--- src/rtl/mdio_pkg.sv ---
package mdio_pkg;
    localparam int PHY_W  = 5;
    localparam int REG_W  = 5;
    localparam int DATA_W = 16;
    localparam int CMD_W  = 28;
    localparam int STAT_W = 32;

    localparam int RD_BIT   = 27;
    localparam int WR_BIT   = 26;
    localparam int PHY_LSB  = 21;
    localparam int REG_LSB  = 16;
    localparam int DONE_BIT = 28;

    typedef enum logic [2:0] {
        ST_IDLE,
        ST_PRE,
        ST_START,
        ST_OP,
        ST_PHY,
        ST_REG,
        ST_TURN,
        ST_DATA
    } mdio_state_t;
endpackage

--- src/rtl/mdio_clk_div.sv ---
module mdio_clk_div #(
    parameter int MDC_HALF = 4
) (
    input  logic clk,
    input  logic rst_n,
    input  logic run,
    output logic mdc,
    output logic rise,
    output logic fall
);
    localparam int HC_W = (MDC_HALF > 1) ? $clog2(MDC_HALF) : 1;
    localparam logic [HC_W-1:0] TERM = HC_W'(MDC_HALF - 1);

    logic [HC_W-1:0] cnt_q;
    logic            term;

    assign term = run && (cnt_q == TERM);
    assign rise = term && !mdc;
    assign fall = term && mdc;

    always_ff @(posedge clk) begin
        if (!rst_n || !run) begin
            cnt_q <= '0;
            mdc   <= 1'b0;
        end else if (term) begin
            cnt_q <= '0;
            mdc   <= ~mdc;
        end else begin
            cnt_q <= cnt_q + 1'b1;
        end
    end
endmodule

--- src/rtl/mdio_frame_fsm.sv ---
module mdio_frame_fsm
    import mdio_pkg::*;
#(
    parameter int PRE_BITS = 35
) (
    input  logic              clk,
    input  logic              rst_n,
    input  logic              start,
    input  logic              start_rd,
    input  logic [PHY_W-1:0]  phy,
    input  logic [REG_W-1:0]  rg,
    input  logic [DATA_W-1:0] wdata,
    input  logic              rise,
    input  logic              fall,
    input  logic              mdio_i,
    output logic              busy,
    output logic              mdio_o,
    output logic              mdio_oe,
    output logic              done,
    output logic [DATA_W-1:0] rd_data
);
    localparam int MAXLEN = (PRE_BITS > DATA_W) ? PRE_BITS : DATA_W;
    localparam int CNT_W  = $clog2(MAXLEN) + 1;
    localparam int SR_W   = 2 + 2 + PHY_W + REG_W + 2 + DATA_W;

    mdio_state_t        state_q, state_d;
    logic [CNT_W-1:0]   bitcnt_q;
    logic [SR_W-1:0]    tx_sr_q;
    logic [DATA_W-1:0]  rx_sr_q;
    logic               rd_q;
    logic               go, advance;

    assign go      = start && (state_q == ST_IDLE);
    assign advance = fall && (bitcnt_q == '0);

    function automatic logic [CNT_W-1:0] seg_len(input mdio_state_t s, input logic rd);
        case (s)
            ST_START, ST_OP: seg_len = CNT_W'(1);
            ST_PHY:          seg_len = CNT_W'(PHY_W - 1);
            ST_REG:          seg_len = CNT_W'(REG_W - 1);
            ST_TURN:         seg_len = rd ? CNT_W'(0) : CNT_W'(1);
            ST_DATA:         seg_len = CNT_W'(DATA_W - 1);
            default:         seg_len = '0;
        endcase
    endfunction

    // next state
    always_comb begin
        state_d = state_q;
        unique case (state_q)
            ST_IDLE:  if (go)      state_d = ST_PRE;
            ST_PRE:   if (advance) state_d = ST_START;
            ST_START: if (advance) state_d = ST_OP;
            ST_OP:    if (advance) state_d = ST_PHY;
            ST_PHY:   if (advance) state_d = ST_REG;
            ST_REG:   if (advance) state_d = ST_TURN;
            ST_TURN:  if (advance) state_d = ST_DATA;
            ST_DATA:  if (advance) state_d = ST_IDLE;
            default:               state_d = ST_IDLE;
        endcase
    end

    // state register
    always_ff @(posedge clk) begin
        if (!rst_n) state_q <= ST_IDLE;
        else        state_q <= state_d;
    end

    // frame datapath
    always_ff @(posedge clk) begin
        if (!rst_n) begin
            bitcnt_q <= '0;
            tx_sr_q  <= '0;
            rx_sr_q  <= '0;
            rd_q     <= 1'b0;
            done     <= 1'b0;
            rd_data  <= '0;
        end else begin
            if (go) begin
                tx_sr_q  <= {2'b01, (start_rd ? 2'b10 : 2'b01), phy, rg, 2'b10, wdata};
                rd_q     <= start_rd;
                done     <= 1'b0;
                bitcnt_q <= CNT_W'(PRE_BITS - 1);
            end else if (fall) begin
                bitcnt_q <= advance ? seg_len(state_d, rd_q) : bitcnt_q - 1'b1;
                if (state_q != ST_PRE) tx_sr_q <= tx_sr_q << 1;
                if (state_q == ST_DATA && advance) begin
                    done <= 1'b1;
                    if (rd_q) rd_data <= rx_sr_q;
                end
            end
            if (rise && rd_q && state_q == ST_DATA)
                rx_sr_q <= {rx_sr_q[DATA_W-2:0], mdio_i};
        end
    end

    // outputs
    always_comb begin
        busy    = (state_q != ST_IDLE);
        mdio_o  = 1'b1;
        mdio_oe = 1'b0;
        unique case (state_q)
            ST_IDLE: begin
                mdio_o  = 1'b1;
                mdio_oe = 1'b0;
            end
            ST_PRE: begin
                mdio_o  = 1'b1;
                mdio_oe = 1'b1;
            end
            ST_START, ST_OP, ST_PHY, ST_REG: begin
                mdio_o  = tx_sr_q[SR_W-1];
                mdio_oe = 1'b1;
            end
            ST_TURN, ST_DATA: begin
                mdio_o  = rd_q ? 1'b1 : tx_sr_q[SR_W-1];
                mdio_oe = !rd_q;
            end
            default: begin
                mdio_o  = 1'b1;
                mdio_oe = 1'b0;
            end
        endcase
    end

    // checker state: preamble bit count
    logic [CNT_W-1:0] pre_falls;
    always_ff @(posedge clk) begin
        if (!rst_n || go)                    pre_falls <= '0;
        else if (fall && state_q == ST_PRE)  pre_falls <= pre_falls + 1'b1;
    end

    assert_preamble_len_R3: assert property (@(posedge clk) disable iff (!rst_n)
        (state_q == ST_START && $past(state_q) == ST_PRE) |-> (pre_falls == CNT_W'(PRE_BITS)));

    assert_done_only_idle_R8: assert property (@(posedge clk) disable iff (!rst_n)
        done |-> (state_q == ST_IDLE));

    assert_no_restart_busy_R9: assert property (@(posedge clk) disable iff (!rst_n)
        busy |=> $stable(rd_q));
endmodule

--- src/rtl/mdio_master.sv ---
module mdio_master
    import mdio_pkg::*;
#(
    parameter int MDC_HALF = 4,
    parameter int PRE_BITS = 35
) (
    input  logic              clk,
    input  logic              rst_n,
    input  logic              cmd_wr,
    input  logic [CMD_W-1:0]  cmd_word,
    output logic [STAT_W-1:0] status_word,
    output logic              mdc,
    output logic              mdio_o,
    output logic              mdio_oe,
    input  logic              mdio_i
);
    logic              busy, rise, fall, done, start;
    logic [DATA_W-1:0] rd_data;

    assign start = cmd_wr && (cmd_word[RD_BIT] || cmd_word[WR_BIT]);

    mdio_clk_div #(.MDC_HALF(MDC_HALF)) u_div (
        .clk   (clk),
        .rst_n (rst_n),
        .run   (busy),
        .mdc   (mdc),
        .rise  (rise),
        .fall  (fall)
    );

    mdio_frame_fsm #(.PRE_BITS(PRE_BITS)) u_fsm (
        .clk      (clk),
        .rst_n    (rst_n),
        .start    (start),
        .start_rd (cmd_word[RD_BIT]),
        .phy      (cmd_word[PHY_LSB +: PHY_W]),
        .rg       (cmd_word[REG_LSB +: REG_W]),
        .wdata    (cmd_word[DATA_W-1:0]),
        .rise     (rise),
        .fall     (fall),
        .mdio_i   (mdio_i),
        .busy     (busy),
        .mdio_o   (mdio_o),
        .mdio_oe  (mdio_oe),
        .done     (done),
        .rd_data  (rd_data)
    );

    always_comb begin
        status_word           = '0;
        status_word[DONE_BIT] = done;
        status_word[DATA_W-1:0] = rd_data;
    end

    assert_mdio_moves_low_R7: assert property (@(posedge clk) disable iff (!rst_n)
        !$stable(mdio_o) |-> !mdc);

    assert_mdc_idle_low_R7: assert property (@(posedge clk) disable iff (!rst_n)
        !busy |-> !mdc);
endmodule

--- config.mk ---
export PLATFORM = sky130hd
export DESIGN_NAME = mdio_master
export DESIGN_NICKNAME = d
export VERILOG_FILES = /design/src/rtl/mdio_pkg.sv /design/src/rtl/mdio_clk_div.sv /design/src/rtl/mdio_frame_fsm.sv /design/src/rtl/mdio_master.sv
export SDC_FILE = /design/constraint.sdc
export NUM_CORES = 1
export LEC_CHECK = 0
export BUFFER_PORTS_ARGS = -buffer_cell sky130_fd_sc_hd__buf_4
export CORE_MARGIN = 4
export CORE_UTILIZATION = 55
export CTS_CLUSTER_DIAMETER = 40
export DETAILED_ROUTE_END_ITERATION = 16
export HOLD_SLACK_MARGIN = 0.12
export PLACE_DENSITY_LB_ADDON = 0.2
export SETUP_SLACK_MARGIN = 0.02
export SYNTH_ARGS = -nofsm -noshare
export SYNTH_HDL_FRONTEND = slang
export SYNTH_HIERARCHICAL = 1
export SYNTH_SLANG_ARGS = --single-unit
--- constraint.sdc ---
create_clock -name clk -period 5.6 [get_ports clk]
set_clock_uncertainty 0.05 [all_clocks]
set_input_delay 0.56 -clock clk [delete_from_list [all_inputs] [get_ports clk]]
set_output_delay 0.56 -clock clk [all_outputs]
set_load 0.02 [all_outputs]
# ---- Word level (Yosys, flattened, before mapping)
# Index checks and enable logic that the tools add are counted.
dict set report op_classes {
  bitwise_logic 3
  muxes 21
  n_addsub 2
  reduce_logical 32
  n_eq_ne 15
}
# op n
set ops {}
lappend ops {{2-to-1 mux 31 bit} 3}
lappend ops {{one-hot mux 7 bit (4 select lines)} 1}
lappend ops {{== test 3 bit (second input constant)} 8}
lappend ops {{2-to-1 mux 3 bit} 8}
lappend ops {{one-hot mux 3 bit (8 select lines)} 1}
lappend ops {{== test 3 x 2 -> 1 bit (second input constant)} 4}
lappend ops {{2-to-1 mux 6 bit} 2}
lappend ops {{OR reduction 2 bit} 6}
lappend ops {{logical AND 1 bit} 9}
lappend ops {{zero test 7 bit} 1}
lappend ops {{2-to-1 mux 7 bit} 1}
lappend ops {{subtractor 7 x 1 -> 7 bit (second input constant)} 1}
lappend ops {{one-hot mux 1 bit (3 select lines)} 2}
lappend ops {{AND reduction 2 bit} 3}
lappend ops {{OR reduction 5 bit} 1}
lappend ops {{zero test 1 bit} 4}
lappend ops {{AND reduction 4 bit} 1}
lappend ops {{nonzero test 2 bit} 2}
lappend ops {{OR reduction 4 bit} 1}
lappend ops {{== test 3 x 1 -> 1 bit (second input constant)} 1}
lappend ops {{zero test 3 bit} 1}
lappend ops {{!= test 3 x 1 -> 1 bit (second input constant)} 1}
lappend ops {{NOT 1 bit} 3}
lappend ops {{nonzero test 3 bit} 1}
lappend ops {{other kinds (5)} 7}
dict set report word_totals {
  out_inout_bits 35
  inputBits 32
  wordCells 84
  register_bits 79
}

# ---- Longest topological paths before layout
dict set report logic_depth {
  depth_word 12
  mapped_depth 11
  mapped_depth_nobuf 7
}

# ---- Cells and area by module
# Netlist, hierarchy kept.
# mod cells_per_inst area_each_um2 instances seq_area_each_um2
set modules_own_cells {}
lappend modules_own_cells {mdio_frame_fsm 354 3208.1 1 1521.5}
lappend modules_own_cells {mdio_master 18 131.4 1 0.0}
lappend modules_own_cells {mdio_clk_div 12 116.4 1 60.1}

# ---- Worst setup path before layout
# Ideal clock, no wire load.
dict set report synth_path {
  kind {reg2reg}
  startpoint {register u_fsm.state_q[0]}
  endpoint {register u_fsm.rd_data[10]}
  period_less_slack_ns 2.637
  stages_incl_launch_ff 10
  path_slack_ns 2.963
  t_required_ns 5.422
  path_buffers 3
  arrival_time_ns 2.460
  cell_sequence {dfxtp_1 -> clkbuf_1 -> clkbuf_1 -> or3_1 -> and3_2 -> or3b_2 -> nor3_4 -> buf_6 -> mux2i_1 -> nor2_1}
}
dict set report synth_between {
  elab_chain_cells 6
  word_cells_on_any_way 10
  classes_between {1 x eq/ne; 1 x bitwise; 8 x reduce/logical}
}
# item line_no
set synth_rtl {}
lappend synth_rtl {{from (decl)} mdio_frame_fsm.sv:26} ;# mdio_state_t state_q, state_d;
lappend synth_rtl {{from (signal assigned)} mdio_frame_fsm.sv:66} ;# else state_q <= state_d;
lappend synth_rtl {{nonzero test 3 bit *} mdio_frame_fsm.sv:99} ;# busy = (state_q != ST_IDLE);
lappend synth_rtl {{named net busy} mdio_master.sv:17} ;# logic busy, rise, fall, done, start;
lappend synth_rtl {{logical AND 1 bit *} mdio_clk_div.sv:17} ;# assign term = run && (cnt_q == TERM);
lappend synth_rtl {{logical AND 1 bit *} mdio_clk_div.sv:19} ;# assign fall = term && mdc;
lappend synth_rtl {{named net fall} mdio_master.sv:17}
lappend synth_rtl {{logical AND 1 bit} mdio_frame_fsm.sv:34} ;# assign advance = fall && (bitcnt_q == '0);
lappend synth_rtl {{logical AND 1 bit} mdio_frame_fsm.sv:87} ;# if (state_q == ST_DATA && advance) begin
lappend synth_rtl {{AND reduction 4 bit (no line) *} n/a}
lappend synth_rtl {{to (signal assigned)} mdio_frame_fsm.sv:89} ;# if (rd_q) rd_data <= rx_sr_q;
lappend synth_rtl {{to (decl)} mdio_frame_fsm.sv:20} ;# output logic [DATA_W-1:0] rd_data
# The timed path passes the listed nets; every way through them passes the cells marked *.
# A chain may end at the register's enable or synchronous reset.

# ---- Final worst setup path
dict set report layout_path {
  startpoint {register u_fsm.state_q[0]}
  endpoint {register u_fsm.rd_data[6]}
}
# The elaborated chain is that of the path after synthesis.

==> impl_metrics.toml <==
[status]
outcome = "completed"

[cells_and_area]
regArea_um2 = 1580
stdcell_count = 500
antenna_cells = 0
synthToLayoutAreaGrowth_pct = 14.5
layout-drive-gt1-share_pct = 17.6
fillers = 506
fin_nets = 455
stdcell_area_um2 = 3960
multiInputGateArea_um2 = 1680

[cts]
cts_resized = 0
cts_hold_buf = 0
tritoncts = "done"
cts_buffers = 9
root_buffer = "clkbuf_8"
clk_pin_slew_ns = 0.08
cts_buffer_depth = 2
clock-sinks = 79
post_cts_buffers = 0
cts_max_level = 3
clock_latency_ns = 0.34

[grt]
overflow = 0
track_usage_pct = 18.8
grt_first_pass_wirelength_mm = 11.4
grt_start_max_net_pins = 68
first_global_vias = 2488
antenna_found_initial = 0

[drt]
num_vias = 2755
wl_mm = 7.03
drc = 0
drt_iter0_markers = 192
via_per_inst = 5.51
drt.antenna.violating_nets = 0
dr.pass1.iters = 4
post_drt_wl_per_cell_um = 14.1

[pwr]
irDropWorstVdd_v = 0.000202
leakage_nw = 1.46
power_density_nw_per_um2 = 278

[synth]
synth_seq_cells = 79
synthArstFlopShare_pct = 0
synth_ff_type = "dfxtp_1"
syn_area_um2 = 3460
synth_edf_count = 0
synth_cell_types = 46
yosys_warnings = 6
yosysSeqAreaShare_pct = 45.8
avgSynthCellArea_um2 = 9.00
syn_inst = 384

[placement]
placed_cells_incl_taps = 484
hpwl_mm = 4.63
gp_congestion = 0.838
port_buffers = 51
place_area_um2 = 3770

[sta]
max_slew_margin_pct = 23.3
period_needed_ns = 3.01
clock.fmax_ghz = 0.333
tightest_slew_ns = 1.15
setup_tns_ns = 0
setup_violations = 0
period_share_pct = 53.7
rsz0062_at_grt = "no"
hold_viol_final = 0
final_max_slew_viol_count = 0

[min_path]
hold_path_class = "reg2reg"

[worst_setup_path]
critical_path_class = "reg2reg"
required_ns = 5.74
cp-end-kind = "register"
cp_max_fo = 16
arrival_ns = 3.15
start_kind = "register"

[floorplanning]
placeableCoreArea_um2 = 6030
die_w_um = 87.3
ios = 67
start_util_pct = 57.4
rows = 28
die-area_um2 = 7620
die_h_um = 87.3

[job]
cap_violations = 0
[stage by stage]
| step | hold WS, ns | util, % | worst slack [ns] | power (W) |
|---|---|---|---|---|
| floorplan | 0.354 | - | 2.96 | 0.000684 |
| global placement | 0.366 | 62.5 | 2.69 | 0.000704 |
| detailed placement | 0.388 | 62.5 | 2.59 | 0.000708 |
| CTS | 0.405 | 65.7 | 2.59 | 0.00111 |
| global route | 0.417 | 65.7 | 2.40 | 0.00115 |
| finish | 0.407 | 65.7 | 2.59 | 0.00110 |
[flip-flops by register name, summed over array words and instances (netlist names)]
register	flops
u_div/cnt_q	2
u_fsm/rx_sr_q	16
u_fsm/tx_sr_q	32
u_fsm/done	1
u_fsm/state_q	3
u_fsm/rd_data	16
u_fsm/bitcnt_q	7
u_div/mdc	1
u_fsm/rd_q	1
[cells by family (layout without fill, tap and decap cells)]
family	Yosys count	in the layout	synth area share, %
and+or+nand+nor	134	134	17.7
DFF	79	79	45.8
AOI/OAI and AO/OA	66	66	12.6
muxes	49	49	14.2
buffers and inverters	47	74	7.35
xor gates and xnor gates	5	5	1.27
adders and majority gates	3	3	1.09
other	1	15	0.109
[per-layer routing]
layer | part of all wire (%) | wire length (um) | global-route usage, %
met5 | 0 | 0 | 0
met4 | 1.2 | 85 | 7.11
met3 | 5.6 | 393 | 4.16
met2 | 49 | 3430 | 30.4
met1 | 44 | 3120 | 24.6
[cell usage after synthesis, types with 2 or more instances]
library cell | instances | area (um^2)
a21oi_1 | 26 | 130
nor3_1 | 2 | 10.0
ha_1 | 3 | 37.5
or3_1 | 3 | 18.8
nor3b_1 | 2 | 15.0
a31oi_1 | 4 | 25.0
dfxtp_1 | 79 | 1580
nand4_1 | 3 | 18.8
nor4_1 | 2 | 12.5
nor2_1 | 59 | 221
nand3_1 | 3 | 15.0
a211oi_1 | 26 | 195
inv_1 | 5 | 18.8
buf_4 | 16 | 120
xor2_1 | 4 | 35.0
nand2_1 | 47 | 176
clkbuf_1 | 16 | 60.1
mux2i_1 | 49 | 490
buf_2 | 8 | 40.0
[worst max-delay path, cell delays in order (launching register included)]
cell,delay (ns)
dfxtp_1,0.67
or3_1,0.24
and3_2,0.26
or3b_2,0.52
nor3_4,0.78
mux2i_1,0.29
nor2_1,0.05
[final cells by class]
class / instances / area share, %
clock buffer: 11 / 3.32
inverter: 6 / 0.569
multi-input combinational: 272 / 42.5
clock inverter: 5 / 1.42
tap: 75 / 2.37
sequential: 79 / 40.0
timing repair buffer: 52 / 9.87
[where the power goes]
group	total, W	internal, W	switching (W)
Combinational	0.0000956	0.0000413	0.0000544
Sequential	0.000599	0.000584	0.0000157
Clock	0.000407	0.000206	0.000200
Total	0.00110	0.000832	0.000270
[cells in the final DEF, fill, tap and decap left out, types with 2 or more instances in the layout]
cell type and instances:
nor3b_1 2, nor3_1 2, or3_1 3, dfxtp_1 79, a21oi_1 26, nor2_1 59
clkinv_2 2, clkbuf_1 2, clkbuf_8 9, xor2_1 4, buf_4 52, nand3_1 3
inv_1 4, conb_1 15, mux2i_1 49, nand4_1 3, nor4_1 2, ha_1 3
a31oi_1 4, nand2_1 47, a211oi_1 26
[path summary, 6_finish.rpt]
path | startpoint | endpoint | slack, ns | cells after the start
worst max-delay path | u_fsm/state_q[0] | u_fsm/rd_data[6] | 2.59 | 6
worst min-delay path | u_div/cnt_q[0] | u_div/cnt_q[0] | 0.41 | 1
worst max register to register | u_fsm/state_q[0] | u_fsm/rd_data[6] | 2.59 | 6
worst min register to register | u_div/cnt_q[0] | u_div/cnt_q[0] | 0.41 | 1
Power figures use the tool's default switching activity.
